`config.mk`:
```
export PLATFORM = sky130hd
export DESIGN_NAME = pcrel_addr_unit
export DESIGN_NICKNAME = d
export VERILOG_FILES = /design/src/rtl/pcrel_pkg.sv /design/src/rtl/pcrel_ctrl.sv /design/src/rtl/pcrel_datapath.sv /design/src/rtl/pcrel_addr_unit.sv
export SDC_FILE = /design/constraint.sdc
export NUM_CORES = 1
export LEC_CHECK = 0
export BUFFER_PORTS_ARGS = -buffer_cell sky130_fd_sc_hd__buf_2
export CAP_MARGIN = 20
export CORE_MARGIN = 2
export CORE_UTILIZATION = 30
export CTS_CLUSTER_SIZE = 30
export DETAILED_ROUTE_END_ITERATION = 6
export PLACE_DENSITY = 0.56
export REMOVE_ABC_BUFFERS = 1
export SLEW_MARGIN = 20
export SYNTH_ARGS = -nofsm -noshare
export SYNTH_HDL_FRONTEND = slang
export SYNTH_SLANG_ARGS = --single-unit
```
`constraint.sdc`:
```
create_clock -name clk -period 1.89 [get_ports clk]
set_input_delay 0.4725 -clock clk [delete_from_list [all_inputs] [get_ports clk]]
set_output_delay 0.4725 -clock clk [all_outputs]
set_load 0.05 [all_outputs]
```
`src/rtl/pcrel_pkg.sv`:
```
package pcrel_pkg;
  localparam int unsigned WORD_W = 32;
  localparam int unsigned OPC_W  = 8;

  localparam logic [7:0] OP_BRA  = 8'h10;
  localparam logic [7:0] OP_BCND = 8'h11;
  localparam logic [7:0] OP_BSUB = 8'h20;
  localparam logic [7:0] OP_LDEA = 8'h30;
  localparam logic [7:0] OP_PSEA = 8'h31;

  // strobes from control to datapath
  typedef struct packed {
    logic capture;     // latch a new result
    logic takeBranch;  // next pc takes the relative target
    logic pushRet;     // push the sequential address
    logic formEa;      // expose the relative target as effAddr
    logic pushEa;      // push the effective address
  } strobe_t;
endpackage

```
`src/rtl/pcrel_ctrl.sv`:
```
module pcrel_ctrl
  import pcrel_pkg::*;
#(
  parameter int unsigned OPCW = OPC_W
) (
  input  logic            clk,
  input  logic            rstN,
  input  logic            inValid,
  input  logic [OPCW-1:0] opcode,
  input  logic            condTrue,
  output strobe_t         strb
);

  always_comb begin
    strb = '0;
    strb.capture = inValid;
    if (inValid) begin
      unique case (opcode)
        OPCW'(OP_BRA):  strb.takeBranch = 1'b1;
        OPCW'(OP_BCND): strb.takeBranch = condTrue;
        OPCW'(OP_BSUB): begin
          strb.takeBranch = 1'b1;
          strb.pushRet    = 1'b1;
        end
        OPCW'(OP_LDEA): strb.formEa = 1'b1;
        OPCW'(OP_PSEA): begin
          strb.formEa = 1'b1;
          strb.pushEa = 1'b1;
        end
        default: ;
      endcase
    end
  end

  // at most one push source per instruction
  p_one_push_r6: assert property (@(posedge clk) disable iff (!rstN)
    $onehot0({strb.pushRet, strb.pushEa}));

  // subroutine call always transfers control
  p_call_taken_r4: assert property (@(posedge clk) disable iff (!rstN)
    strb.pushRet |-> strb.takeBranch);

  // no strobe activity without an instruction
  p_idle_quiet_r9: assert property (@(posedge clk) disable iff (!rstN)
    !inValid |-> !(strb.takeBranch || strb.pushRet || strb.formEa || strb.pushEa));

endmodule

```
`src/rtl/pcrel_datapath.sv`:
```
module pcrel_datapath
  import pcrel_pkg::*;
#(
  parameter int unsigned WORDW = WORD_W,
  parameter int unsigned OPCW  = OPC_W
) (
  input  logic                  clk,
  input  logic                  rstN,
  input  strobe_t               strb,
  input  logic [WORDW-OPCW-1:0] operand,
  input  logic [WORDW-1:0]      pcIn,
  output logic                  resultValid,
  output logic [WORDW-1:0]      nextPc,
  output logic [WORDW-1:0]      effAddr,
  output logic                  pushReq,
  output logic [WORDW-1:0]      pushData
);
  localparam int unsigned OPRW = WORDW - OPCW;

  logic [WORDW-1:0] dispExt;
  logic [WORDW-1:0] seqPc;
  logic [WORDW-1:0] relTarget;

  // replicate the operand's top bit over the opcode's width
  assign dispExt   = {{OPCW{operand[OPRW-1]}}, operand};
  assign seqPc     = pcIn + WORDW'(1);
  assign relTarget = seqPc + dispExt;   // natural wrap of a WORDW-bit sum

  always_ff @(posedge clk or negedge rstN) begin
    if (!rstN) begin
      resultValid <= 1'b0;
      pushReq     <= 1'b0;
      nextPc      <= '0;
      effAddr     <= '0;
      pushData    <= '0;
    end else begin
      resultValid <= strb.capture;
      pushReq     <= strb.capture & (strb.pushRet | strb.pushEa);
      if (strb.capture) begin
        nextPc  <= strb.takeBranch ? relTarget : seqPc;
        effAddr <= strb.formEa ? relTarget : '0;
        if (strb.pushRet)     pushData <= seqPc;
        else if (strb.pushEa) pushData <= relTarget;
        else                  pushData <= '0;
      end
    end
  end

  // results appear one cycle after the strobe
  p_latency_r9: assert property (@(posedge clk) disable iff (!rstN)
    strb.capture |=> resultValid);

  // a push is only offered alongside a valid result
  p_push_gated_r9: assert property (@(posedge clk) disable iff (!rstN)
    pushReq |-> resultValid);

  // idle cycles keep the held values and drop the flags
  p_hold_r11: assert property (@(posedge clk) disable iff (!rstN)
    !strb.capture |=> ($stable(nextPc) && $stable(effAddr) && $stable(pushData)
                       && !resultValid && !pushReq));

  // return address is the sequential successor of the call
  p_ret_addr_r4: assert property (@(posedge clk) disable iff (!rstN)
    strb.pushRet |=> (pushReq && pushData == $past(pcIn) + WORDW'(1)));

  // without a taken branch the pc steps by one
  p_fallthrough_r8: assert property (@(posedge clk) disable iff (!rstN)
    (strb.capture && !strb.takeBranch) |=> nextPc == $past(pcIn) + WORDW'(1));

  // a pushed effective address equals the exposed one
  p_pea_match_r6: assert property (@(posedge clk) disable iff (!rstN)
    strb.pushEa |=> (pushData == effAddr));

endmodule

```
`src/rtl/pcrel_addr_unit.sv`:
```
module pcrel_addr_unit
  import pcrel_pkg::*;
#(
  parameter int unsigned WORDW = WORD_W,
  parameter int unsigned OPCW  = OPC_W
) (
  input  logic             clk,
  input  logic             rstN,
  input  logic             inValid,
  input  logic [WORDW-1:0] instrWord,
  input  logic [WORDW-1:0] pcIn,
  input  logic             condTrue,
  output logic             resultValid,
  output logic [WORDW-1:0] nextPc,
  output logic [WORDW-1:0] effAddr,
  output logic             pushReq,
  output logic [WORDW-1:0] pushData
);
  localparam int unsigned OPRW = WORDW - OPCW;

  strobe_t ctrlStrb;

  pcrel_ctrl #(.OPCW(OPCW)) i_ctrl (
    .clk      (clk),
    .rstN     (rstN),
    .inValid  (inValid),
    .opcode   (instrWord[WORDW-1 -: OPCW]),
    .condTrue (condTrue),
    .strb     (ctrlStrb)
  );

  pcrel_datapath #(.WORDW(WORDW), .OPCW(OPCW)) i_datapath (
    .clk         (clk),
    .rstN        (rstN),
    .strb        (ctrlStrb),
    .operand     (instrWord[OPRW-1:0]),
    .pcIn        (pcIn),
    .resultValid (resultValid),
    .nextPc      (nextPc),
    .effAddr     (effAddr),
    .pushReq     (pushReq),
    .pushData    (pushData)
  );

endmodule

```
# Word level (Yosys, flattened, before mapping)
# Cells that the tools add are included.
# W data, S select, Z words.
dict set report op_classes {
  n_mul 0
  div_mod_pow 0
  n_addsub 2
  order_cmp 0
  n_bitwise 2
  eq_ne 5
  shift 0
  n_reduce_logical 2
  mux 9
}
# operator count
set op_table {}
lappend op_table {{$mux W32} 4}
lappend op_table {{$add A32 B1 Y32 const B} 1}
lappend op_table {{$add A32 B32 Y32} 1}
lappend op_table {{$eq A8 B6 Y1 const B} 3}
lappend op_table {{$eq A8 B5 Y1 const B} 2}
lappend op_table {{$mux W4} 1}
lappend op_table {{$reduce_or A2 Y1} 2}
lappend op_table {{$mux W1} 3}
lappend op_table {{$pmux W1 S2} 1}
lappend op_table {{$and A1 B1 Y1} 1}
lappend op_table {{$or A1 B1 Y1} 1}
dict set report word_totals {
  latch_bits 0
  elab_cells 25
  rom_bits 0
  out_inout_bits 98
  mem_bits_rw 0
  memories 0
  ff_bits 98
}

# Longest topological paths before layout
dict set report logic_depth {
  ltp_word 6
  mapped_depth 18
  depth_no_buf 16
}

# Hierarchy
# Synthesis repeated with hierarchy kept, for this count alone.
dict set report unflattened {
  cells_unflattened 791
  area_unflattened_um2 6777.8
}
# module cells_per_inst area_per_inst_um2 n_inst seq_area_each_um2
set by_module_without_submodules {}
lappend by_module_without_submodules {pcrel_datapath 780 6687.7 1 2452.4}
lappend by_module_without_submodules {pcrel_ctrl 11 90.1 1 0.0}

# Worst setup path before layout
# No wires, ideal clock.
dict set report synth_timing {
  kind {input port to flip-flop}
  from {input port pcIn[3]}
  to {register i_datapath.pushData[24]}
  path_stages 15
  t_arrival_ns 3.476
  n_path_buf 1
  path_slack_ns -1.712
  cell_sequence {and4_1 -> buf_4 -> nand3_1 -> nor4_1 -> nand3_1 -> xor2_1 -> inv_1 -> ha_1 -> nand2_1 -> or3_1 -> o21ai_0 -> a221oi_1 -> xor2_1 -> nor2_1 -> a221o_1}
}
dict set report synth_via {
  elab_chain_len 4
}
# item line
set synth_lines {}
lappend synth_lines {{from (decl)} pcrel_addr_unit.sv:11} ;# input logic [WORDW-1:0] pcIn,
lappend synth_lines {{$add A32 B1 Y32 *} pcrel_datapath.sv:26} ;# assign seqPc = pcIn + WORDW'(1);
lappend synth_lines {{$add A32 B32 Y32} pcrel_datapath.sv:27} ;# assign relTarget = seqPc + dispExt;
lappend synth_lines {{$mux W32} pcrel_datapath.sv:43} ;# else if (strb.pushEa) pushData <= relTarget;
lappend synth_lines {{$mux W32 *} pcrel_datapath.sv:42} ;# if (strb.pushRet) pushData <= seqPc;
lappend synth_lines {{to (signal assigned)} pcrel_datapath.sv:42}
lappend synth_lines {{to (signal assigned)} pcrel_datapath.sv:43}
lappend synth_lines {{to (decl)} pcrel_datapath.sv:16} ;# output logic [WORDW-1:0] pushData
# Every way passes the cells marked *; elsewhere a longest branch is shown, timed or not.
# A chain may end at the register's enable or synchronous reset.

# Final worst setup path
dict set report layout_timing {
  from {input port pcIn[4]}
  to {register i_datapath.pushData[28]}
}
# Same word-level chain as after synthesis.

==> results.rst <==
.. list-table::
   :header-rows: 1

   * - Metric
     - Value
   * - CP Cell Sequence
     - buf_6 -> and4_4 -> nand3_4 -> buf_4 -> nor4_4 -> buf_6 -> nand3_4 -> xor2_2 -> inv_2 -> ha_4 -> nand2_2 -> or3_1 -> o21ai_1 -> buf_4 -> a41oi_2 -> xor2_2 -> o221ai_1
   * - Leftover overflow at the end of global routing
     - 0
   * - Number of global-route vias before repair
     - 7,298
   * - Leakage power figure
     - 5.700 nW
   * - Power density relative to cell area
     - 629.0 nW/um^2
   * - Leading post-synthesis cells by cell area
     - sky130_fd_sc_hd__dfrtp_1, sky130_fd_sc_hd__ha_1, sky130_fd_sc_hd__nor2_1, sky130_fd_sc_hd__nand2_1, sky130_fd_sc_hd__xnor2_1
   * - Max transition margin
     - 0.6385
   * - Clock edge transition at the registers on the reported setup and hold paths
     - 70 ps
   * - Area grow syn2layout
     - 91.90%
   * - TritonCTS clock tree
     - yes
   * - Initial antenna violation count
     - 3
   * - Worst supply voltage drop on vdd
     - 0.4371 mV
   * - Sequential cell area
     - 2452 um^2
   * - Most frequent cells in the layout
     - sky130_fd_sc_hd__buf_4, sky130_fd_sc_hd__buf_2, sky130_fd_sc_hd__dfrtp_1
   * - DRC violations left
     - 0
   * - Share of cells above drive strength 1
     - 0.6228
   * - Fraction of synthesis flops using an asynchronous set or reset pin
     - 1.000
   * - Worst-path cell with the longest stage delay
     - sky130_fd_sc_hd__or3_1
   * - Number of standard cells after synthesis
     - 704
   * - Maximum buffer depth of the clock tree
     - 2
   * - Count of antenna-violating nets left after detailed routing
     - 0
   * - Vias/cell
     - 5.183
   * - Run status
     - complete, but fails checks
   * - Final max-slew violation count
     - 0
   * - Critical Path RT
     - 2110 ps
   * - Fin nets
     - 1,260
   * - Seq pwr share
     - 0.294
   * - Critical path buffer and inverter count
     - 5
   * - Non-filler cells in the finished layout
     - 1,434
   * - Clock skew after layout
     - 0 ps
   * - Critical-path maximum fanout
     - 4
   * - Wire length of the first global-routing pass
     - 39.52 mm
   * - Delay of the slowest critical-path stage
     - 350 ps
   * - CTS Sinks
     - 98
   * - Largest delay contributor family on the critical path
     - simple AND/OR/NAND/NOR gates
   * - DRT iter0 DRCs
     - 437
   * - Vias after detailed routing
     - 7,433
   * - Setup violation total in the final timing report
     - 85
   * - Final WL
     - 27.28 mm
   * - Root cell of the clock tree
     - sky130_fd_sc_hd__clkbuf_16
   * - Shortest clock period the worst path allows after layout
     - 3181 ps
   * - Overall die area
     - 22,350 um^2
   * - Sequential area share after synthesis
     - 0.3862
   * - Buffers added on ports
     - 165
   * - Fraction of the cycle the final worst path needs
     - 1.683
   * - Number of fillers in the final layout
     - 1,646
   * - Area used by multi-input combinational logic
     - 5488 um^2
   * - Number of placed instances with taps included
     - 1,341
   * - Proportion of power drawn by the clock network
     - 0.279
   * - First-pass DRT Iterations
     - 5
   * - Width of the die
     - 149.5 um
   * - Die Height
     - 149.5 um
   * - Largest net degree at the start of global routing
     - 99
   * - Sw power
     - 0.002677 W
   * - Relative contribution of combinational cells to total power
     - 0.427
   * - Final hold violation count
     - 0
   * - Top achievable clock speed
     - 314.4 MHz
   * - Accumulated negative setup slack
     - -79,720 ps
   * - Top cell type's share of synthesized area
     - 0.3862
   * - Count of distinct cell types in the synthesized netlist
     - 62
   * - Clk_lat worst skew
     - 360 ps
   * - Kind of critical path
     - primary input to register
   * - Internal power
     - 0.004987 W
   * - Commonest non-fill, non-tap cell in the layout
     - sky130_fd_sc_hd__buf_4
   * - Actual transition at the worst max-transition pin
     - 542.2 ps
   * - Setup WS post-layout
     - -1291 ps
   * - EDFF count, synth
     - 0
   * - Starting density of the core
     - 0.3040
   * - Total global routing track utilization
     - 0.2283
   * - Synth Register Bits
     - 98
   * - Worst Setup End Kind
     - register
   * - HPWL after detailed placement
     - 17.98 mm
   * - Routed length per placed instance
     - 19.02 um
   * - Post-place setup slack
     - -2105 ps
   * - Core area
     - 20,890 um^2
   * - Number of primary I/O pins
     - 166
   * - Library cell occupying the most area in the post-synthesis netlist
     - sky130_fd_sc_hd__dfrtp_1
   * - Top flip-flop cell by instance count after synthesis
     - sky130_fd_sc_hd__dfrtp_1
   * - Post-synthesis instance area
     - 6350 um^2
   * - Violations in the final reports
     - negative setup slack
   * - Cell row count
     - 53
   * - Worst min path class
     - primary input to asynchronous set/reset pin
   * - Final weighted congestion in routability-driven placement
     - 0.9379
   * - Reported max-cap violation count
     - 0
   * - Fraction of power spent switching nets
     - 0.3493
   * - Number of warning messages in the yosys log
     - 0
   * - RSZ-0062 raised after global routing
     - true
   * - Avg Inst Size Synth
     - 9.020 um^2
   * - Clock buffers created by TritonCTS
     - 9
   * - Endpoint arrival time on the critical path
     - 3410 ps
   * - Startpoint types
     - primary input
   * - H-tree Lvls
     - 3
==> power groups by stage <==
stage                     sequential, W  clock (W)  combinational [W]
after floorplan                 0.00264          0           0.000802
after global placement          0.00229          0            0.00225
after detailed placement        0.00229          0            0.00225
after CTS                       0.00225    0.00216            0.00285
after global routing            0.00226    0.00226            0.00345
final                           0.00225    0.00214            0.00327
==> final timing paths <==
path | from | endpoint | slack, ps | cells after the start
worst max-delay path | pcIn[4] | i_datapath.pushData[28] | -1290 | 17
worst max register to register | i_datapath.pushData[20] | i_datapath.pushData[20] | 1010 | 1
worst min-delay path | rstN | i_datapath.pushData[1] | 160 | 2
min in group clk | i_datapath.pushData[12] | i_datapath.pushData[12] | 470 | 1
worst min register to register | i_datapath.pushData[12] | i_datapath.pushData[12] | 470 | 1
max in group asynchronous | rstN | i_datapath.pushReq | 1310 | 2
==> final cells by class <==
class                           count  area share
Multi-Input combinational cell    552      0.4504
Inverter                           21    0.006674
Tap cell                          275     0.02824
Antenna cell                        3   0.0006161
Clock buffer                       10     0.01879
Timing Repair Buffer              470      0.2856
Sequential cell                    98      0.2013
Clock inverter                      5    0.008522
==> per-stage QoR <==
stage	power (W)	hold slack [ps]	util	cell area [um^2]
4_1_cts	0.007264	195.4	0.5320	11110
6_report	0.007665	162.9	0.5833	12190
3_5_place_dp	0.004543	466.3	0.4397	9184
3_3_place_gp	0.004536	456.9	0.4397	9184
5_1_grt	0.007979	221.3	0.5833	12190
2_1_floorplan	0.003444	176.9	-	6210
==> synth_stat cells, drive strengths merged, types with 5 or more instances <==
library cell / n
o22ai: 7
clkbuf: 27
and4: 6
buf: 6
a22oi: 10
nand4: 13
o21a: 5
o21ai: 29
a31oi: 13
ha: 39
a221oi: 13
xor2: 28
dfrtp: 98
a22o: 13
nand2: 73
o21bai: 5
xnor2: 31
nor2: 75
o2bb2ai: 19
nand3: 20
a21oi: 54
and2: 7
and3: 10
o221ai: 13
inv: 21
a221o: 5
a21o: 12
nor3: 9
o211ai: 5
==> layer usage <==
layer,wire length [um],GRT usage,vias up
met2,13140,0.3706,244
li1,-,-,3479
met1,11620,0.3103,3658
met5,0,0,-
met4,943,0.08476,0
met3,1573,0.03140,52
==> sequential cells by signal (all words and copies together), names as in the netlist <==
signal	cells
i_datapath.pushData	32
i_datapath.effAddr	32
i_datapath.pushReq	1
i_datapath.nextPc	32
i_datapath.resultValid	1
==> what timing repair did <==
item | in CTS | in global routing
hold buffers | 0 | 0
setup buffers | 38 | 43
gates resized for setup | 237 | 144
endpoints found under the setup margin | 89 | 94
pin swaps | 97 | 122
==> cell families (layout without fill, tap and decap cells) <==
logic type / count (synthesis) / count (layout) / share of synthesized area
compound gates: 222 / 222 / 0.2445
xor+xnor: 59 / 59 / 0.08256
fa+ha+maj: 40 / 40 / 0.08000
buf+inv: 54 / 506 / 0.03448
flops: 98 / 98 / 0.3862
mux: 2 / 2 / 0.003350
other cells: 0 / 3 / 0
simple gates: 229 / 229 / 0.1689
No activity file was read; power rests on OpenSTA's default activity.
